File: src/rtl/bsd_pkg.sv
package bsd_pkg;
   typedef enum logic {
      DIR_TOWARD_LOW  = 1'b0,
      DIR_TOWARD_HIGH = 1'b1
   } shift_dir_e;

   localparam int unsigned MIN_CHANNELS = 2;
endpackage

File: src/rtl/bsd_fall_detect.sv
module bsd_fall_detect (
   input  logic clk,
   input  logic rst_n,
   input  logic sclk_i,
   output logic step_o
);
   logic sclk_q;

   always_ff @(posedge clk or negedge rst_n) begin
      if (!rst_n) sclk_q <= 1'b0;
      else        sclk_q <= sclk_i;
   end

   assign step_o = sclk_q & ~sclk_i;

   assert_step_on_fall_R2: assert property (@(posedge clk) disable iff (!rst_n)
      step_o |-> ($past(sclk_i) && !sclk_i));
endmodule

File: src/rtl/bsd_shift_chain.sv
module bsd_shift_chain
   import bsd_pkg::*;
#(
   parameter int unsigned CHANNELS = 64
) (
   input  logic                clk,
   input  logic                rst_n,
   input  logic                step_i,
   input  logic                dir_i,
   input  logic                sdata_i,
   output logic [CHANNELS-1:0] stages_o,
   output logic                cascade_o
);
   localparam int unsigned LAST = CHANNELS - 1;

   logic [CHANNELS-1:0] q;
   logic [CHANNELS-1:0] nxt;

   generate
      if (CHANNELS < MIN_CHANNELS) begin : g_bad
         $error("bsd_shift_chain: CHANNELS below minimum");
      end
      for (genvar i = 0; i < CHANNELS; i++) begin : g_stage
         logic from_low;
         logic from_high;
         if (i == 0) begin : g_first
            assign from_low = sdata_i;
         end else begin : g_mid_lo
            assign from_low = q[i-1];
         end
         if (i == LAST) begin : g_last
            assign from_high = sdata_i;
         end else begin : g_mid_hi
            assign from_high = q[i+1];
         end
         assign nxt[i] = (dir_i == DIR_TOWARD_HIGH) ? from_low : from_high;
      end
   endgenerate

   always_ff @(posedge clk or negedge rst_n) begin
      if (!rst_n)      q <= '0;
      else if (step_i) q <= nxt;
   end

   assign stages_o  = q;
   assign cascade_o = (dir_i == DIR_TOWARD_HIGH) ? q[LAST] : q[0];

   assert_idle_hold_R2: assert property (@(posedge clk) disable iff (!rst_n)
      !step_i |=> $stable(q));
   assert_step_up_R3: assert property (@(posedge clk) disable iff (!rst_n)
      (step_i && dir_i) |=> (q[0] == $past(sdata_i)) && (q[LAST:1] == $past(q[LAST-1:0])));
   assert_step_down_R4: assert property (@(posedge clk) disable iff (!rst_n)
      (step_i && !dir_i) |=> (q[LAST] == $past(sdata_i)) && (q[LAST-1:0] == $past(q[LAST:1])));
endmodule

File: src/rtl/bsd_hold_bank.sv
module bsd_hold_bank #(
   parameter int unsigned CHANNELS = 64
) (
   input  logic                clk,
   input  logic                rst_n,
   input  logic                le_i,
   input  logic [CHANNELS-1:0] d_i,
   output logic [CHANNELS-1:0] q_o
);
   always_ff @(posedge clk or negedge rst_n) begin
      if (!rst_n)    q_o <= '0;
      else if (le_i) q_o <= d_i;
   end

   assert_capture_R7: assert property (@(posedge clk) disable iff (!rst_n)
      le_i |=> (q_o == $past(d_i)));
   assert_keep_R7: assert property (@(posedge clk) disable iff (!rst_n)
      !le_i |=> $stable(q_o));
endmodule

File: src/rtl/bsd_out_stage.sv
module bsd_out_stage #(
   parameter int unsigned CHANNELS  = 64,
   parameter bit          OFF_LEVEL = 1'b1
) (
   input  logic                en_i,
   input  logic [CHANNELS-1:0] held_i,
   output logic [CHANNELS-1:0] chan_o
);
   generate
      for (genvar c = 0; c < CHANNELS; c++) begin : g_chan
         assign chan_o[c] = en_i ? (held_i[c] ^ OFF_LEVEL) : OFF_LEVEL;
      end
   endgenerate
endmodule

File: src/rtl/bidir_sipo_driver.sv
module bidir_sipo_driver #(
   parameter int unsigned CHANNELS = 64
) (
   input  logic                clk,
   input  logic                rst_n,
   input  logic                sclk_i,
   input  logic                sdata_i,
   input  logic                dir_i,
   input  logic                le_i,
   input  logic                oe_i,
   output logic [CHANNELS-1:0] chan_o,
   output logic                cascade_o
);
   logic                step_w;
   logic [CHANNELS-1:0] stages_w;
   logic [CHANNELS-1:0] held_w;

   bsd_fall_detect u_fall (
      .clk    (clk),
      .rst_n  (rst_n),
      .sclk_i (sclk_i),
      .step_o (step_w)
   );

   bsd_shift_chain #(.CHANNELS(CHANNELS)) u_chain (
      .clk       (clk),
      .rst_n     (rst_n),
      .step_i    (step_w),
      .dir_i     (dir_i),
      .sdata_i   (sdata_i),
      .stages_o  (stages_w),
      .cascade_o (cascade_o)
   );

   bsd_hold_bank #(.CHANNELS(CHANNELS)) u_hold (
      .clk   (clk),
      .rst_n (rst_n),
      .le_i  (le_i),
      .d_i   (stages_w),
      .q_o   (held_w)
   );

   bsd_out_stage #(.CHANNELS(CHANNELS), .OFF_LEVEL(1'b1)) u_out (
      .en_i   (oe_i),
      .held_i (held_w),
      .chan_o (chan_o)
   );

   assert_off_when_disabled_R8: assert property (@(posedge clk) disable iff (!rst_n)
      !oe_i |-> (&chan_o));
   assert_inverse_when_enabled_R9: assert property (@(posedge clk) disable iff (!rst_n)
      oe_i |-> (&(chan_o ^ held_w)));
   assert_cascade_end_R5: assert property (@(posedge clk) disable iff (!rst_n)
      cascade_o == (dir_i ? stages_w[CHANNELS-1] : stages_w[0]));
endmodule

File: config.mk
export PLATFORM = sky130hd
export DESIGN_NAME = bidir_sipo_driver
export DESIGN_NICKNAME = d
export VERILOG_FILES = /design/src/rtl/bsd_pkg.sv /design/src/rtl/bsd_fall_detect.sv /design/src/rtl/bsd_shift_chain.sv /design/src/rtl/bsd_hold_bank.sv /design/src/rtl/bsd_out_stage.sv /design/src/rtl/bidir_sipo_driver.sv
export SDC_FILE = /design/constraint.sdc
export NUM_CORES = 1
export LEC_CHECK = 0
export BUFFER_PORTS_ARGS = -buffer_cell sky130_fd_sc_hd__buf_4
export CORE_MARGIN = 5
export CORE_UTILIZATION = 55
export CTS_CLUSTER_SIZE = 14
export DETAILED_ROUTE_END_ITERATION = 10
export GPL_TIMING_DRIVEN = 0
export MAX_ROUTING_LAYER = met4
export PLACE_DENSITY = 0.82
export SLEW_MARGIN = 20
export SYNTH_ARGS = -nofsm -noshare
export SYNTH_HDL_FRONTEND = slang
export SYNTH_HIERARCHICAL = 1
export SYNTH_SLANG_ARGS = --single-unit
File: constraint.sdc
create_clock -name clk -period 1.5 [get_ports clk]
set_clock_uncertainty 0.15 [all_clocks]
set_input_delay 0.15 -clock clk [delete_from_list [all_inputs] [get_ports clk]]
set_output_delay 0.15 -clock clk [all_outputs]
set_load 0.03 [all_outputs]
==> metrics <==
result of the run=finished, violations left; failing checks=setup timing; measured slew at the worst slew-check pin=~0.67 ns; async set or reset register ratio after synthesis=100%; post-layout net count=~600; synthesized area per cell=approximately 12 µm²; Vias=roughly 4000; wire length of the first global-routing pass=20.6 mm; final setup TNS=-0.139 ns; total global routing track utilization=20.6%; Worst path slowest cell=sky130_fd_sc_hd__dfrtp_1; via count normalized by instance count=between 5 and 6; Final Hold Viols=0; clk buf depth=2; final core occ=a little over two thirds; number of antenna-violating nets in the routed design=0; combinational power share=25.8%; initial DRC count=roughly 200; Crit path max-delay family=flip-flops; share of the synthesized area in the top cell type=between 50% and 60%; CTS clock-pin slew for the worst setup and hold paths=~0.06 ns; WP data required=~1.2 ns; CTS Sinks=129; maximum fanout along the worst path=2; clock period minus final worst setup slack=about 1.6 ns; IO Pins=72; Worst EP arrival=1.34 ns; placement-stage cell area=about 6700 µm²; WS Path Type=reg -> out; cell with the most instances after synthesis=sky130_fd_sc_hd__dfrtp_1; kind of end point of the critical path=output port; floorplan die height=114 µm; cts-stage hold buffer count=8; clock latency reported for the late side of the worst-skew pair=around 0.52 ns; Synth area leaders=sky130_fd_sc_hd__dfrtp_1, sky130_fd_sc_hd__mux2_4, sky130_fd_sc_hd__mux2i_1, sky130_fd_sc_hd__a21oi_1, sky130_fd_sc_hd__nand2_1; crit path buf inv count=1; detailed-routing iteration count for the pre-antenna-repair pass=4; number of clock buffers inserted by TritonCTS=17; flop and latch count out of synthesis=about 130; worst max-slew margin expressed relative to the limit=a little under three fifths; floorplan die area=13100 µm²; area growth from synthesis to layout=26.9%; Highest Clock Rate=between 600 and 700 MHz; core area=approximately 11000 µm²; Netlist cell types=16; Leakage=about 3.5 nW; initial antenna violation count=0; EDFF count, synth=0; sw power=3.99 mW; ratio of final minimum period to clock period=109%; post-route setup slack=-0.139 ns; pin count of the biggest net entering global routing=75; clock tree from TritonCTS=yes; worst vdd ir=0.878 mV; most used standard cells in the synthesized netlist=sky130_fd_sc_hd__dfrtp_1, sky130_fd_sc_hd__a21oi_1, sky130_fd_sc_hd__mux2i_1, sky130_fd_sc_hd__nand2_1, sky130_fd_sc_hd__nor2_1; internal power summed over all cells=approximately 9.2 mW; Critical Path, Cell by Cell=mux2_4 > buf_6; unrepaired setup endpoints after global routing=yes; proportion of power drawn by flip-flops and latches=about two fifths; crit path launch type=flop; number of I/O port buffers=between 60 and 70; count of synthesis-stage warnings from yosys=6; fin. max-slew vios=0; half-perimeter wire length after placement=around 8.0 mm; Die Span X=about 110 µm; total wire length after detailed routing=approximately 13 mm; effective utilization at floorplan=between 50 and 60%; reported max-cap violation count=0; Gate Count Post-Synth=roughly 500; Synth Cell Area=roughly 6000 µm²; antenna cell count=0; net count of the mapped netlist=a little under 500; final setup violation count=1; cell type with the largest total area after synthesis=sky130_fd_sc_hd__dfrtp_1; number of global-route vias before repair=4099; Clock H-tree levels=4; Layout Cell Area excl Fill=approximately 7600 µm²; switch share=a little under a third; clock root buffer=sky130_fd_sc_hd__clkbuf_8; routability cong.=roughly 0.76; total power divided by cell area=~1700 nW/µm²; post-synthesis sequential area ratio=a little over half; worst hold path type=in -> reg; share of post-route cells with drive strength above 1=around 36%; total overflow reported by the global router=0; dominant synthesized flop cell=sky130_fd_sc_hd__dfrtp_1; largest incremental delay on the critical path=around 0.4 ns; Avg WL per Cell=approximately 17 µm; relative contribution of the clock network to total power=roughly a third; total number of placement rows=38; DR DRC count=0
## layer usage
metal  up-vias  part of all wire, %  GRT usage, %
met2       117                   51          32.8
met5         -                    0             -
met1      2013                   43          26.2
met3         9                  5.3          5.07
met4         0                 0.68          6.25
li1       1866                    -             -
## cell usage in the layout, fill, tap and decap left out, types with 2 or more instances in the layout
cell / count
sky130_fd_sc_hd__a21oi_1: 64
sky130_fd_sc_hd__buf_12: 6
sky130_fd_sc_hd__buf_2: 5
sky130_fd_sc_hd__buf_4: 67
sky130_fd_sc_hd__buf_6: 20
sky130_fd_sc_hd__buf_8: 6
sky130_fd_sc_hd__bufinv_16: 6
sky130_fd_sc_hd__clkbuf_16: 16
sky130_fd_sc_hd__clkbuf_2: 5
sky130_fd_sc_hd__clkbuf_4: 4
sky130_fd_sc_hd__clkbuf_8: 2
sky130_fd_sc_hd__clkinvlp_4: 4
sky130_fd_sc_hd__dfrtp_1: 129
sky130_fd_sc_hd__dlygate4sd3_1: 8
sky130_fd_sc_hd__mux2_2: 4
sky130_fd_sc_hd__mux2_4: 61
sky130_fd_sc_hd__mux2i_1: 64
sky130_fd_sc_hd__nand2_1: 59
sky130_fd_sc_hd__nand2_2: 5
sky130_fd_sc_hd__nor2_1: 64
## registers in the layout, summed over array words and instances, names as in the netlist
| name | count |
|---|---|
| u_chain/stages_o | 64 |
| u_fall/sclk_q | 1 |
| u_hold/q_o | 64 |
## worst register-to-register path, delay by kind of cell (launching register included)
| kind | cells | cell delay (ns) |
|---|---|---|
| buffers and inverters | 1 | 0.57 |
| flip-flops | 1 | 0.40 |
| multiplexers | 1 | 0.12 |
| AO/OA/AOI/OAI | 1 | 0.07 |
## cell families after synthesis
family	after synthesis	share of synthesized area (%)
muxes	129	26.6
AOI/OAI and AO/OA	64	5.33
DFF	129	53.8
and+or+nand+nor	129	8.23
buffers and inverters	35	6.06
## repair_timing
| item | CTS | global route |
|---|---|---|
| endpoints found under the hold margin | 92 | 1 |
| resized for setup | 12 | 26 |
| buffers inserted | 2 | 8 |
| endpoints found under the setup margin | 54 | 42 |
## power groups by stage
stage / Combinational [mW] / Sequential [mW] / Clock (mW)
2_1_floorplan: 2.38 / 4.99 / 0
3_3_place_gp: 3.06 / 5.20 / 0
3_5_place_dp: 3.17 / 5.27 / 0
4_1_cts: 3.28 / 5.22 / 4.67
5_1_grt: 3.66 / 5.35 / 4.86
6_report: 3.41 / 5.23 / 4.59
## cell type report
cell class / instances / area, µm²
plain buffers: 35 / 388
clock buffers: 19 / 432
clock inverters: 13 / 233
fillers: 732 / 3170
multi-input cells: 322 / 2430
flip-flops and latches: 129 / 3230
well taps: 140 / 175
repair buffers: 87 / 738
## metrics by stage
stage,hold WS (ns),power (mW),worst slack [ns],instances
after global routing,-0.0103,13.9,-0.170,745
after floorplan,-0.296,7.37,0.253,486
after detailed placement,0.0679,8.45,-0.0414,695
final,0.00563,13.2,-0.139,745
after CTS,-0.134,13.2,-0.145,737
after global placement,0.137,8.26,-0.240,694
## worst paths after layout
kind,start,depth (start not counted),to,slack (ns)
hold reg to reg,u_hold/q_o[16],1,u_hold/q_o[16],0.36
max in group asynchronous,rst_n,3,u_hold/q_o[54],0.41
min in group asynchronous,rst_n,2,u_hold/q_o[23],0.09
setup / recovery,u_chain/stages_o[0],2,cascade_o,-0.14
hold / removal,dir_i,3,u_chain/stages_o[62],0.006
setup reg to reg,u_chain/stages_o[62],3,u_chain/stages_o[61],0.06
(Power assumes the default switching activity.)
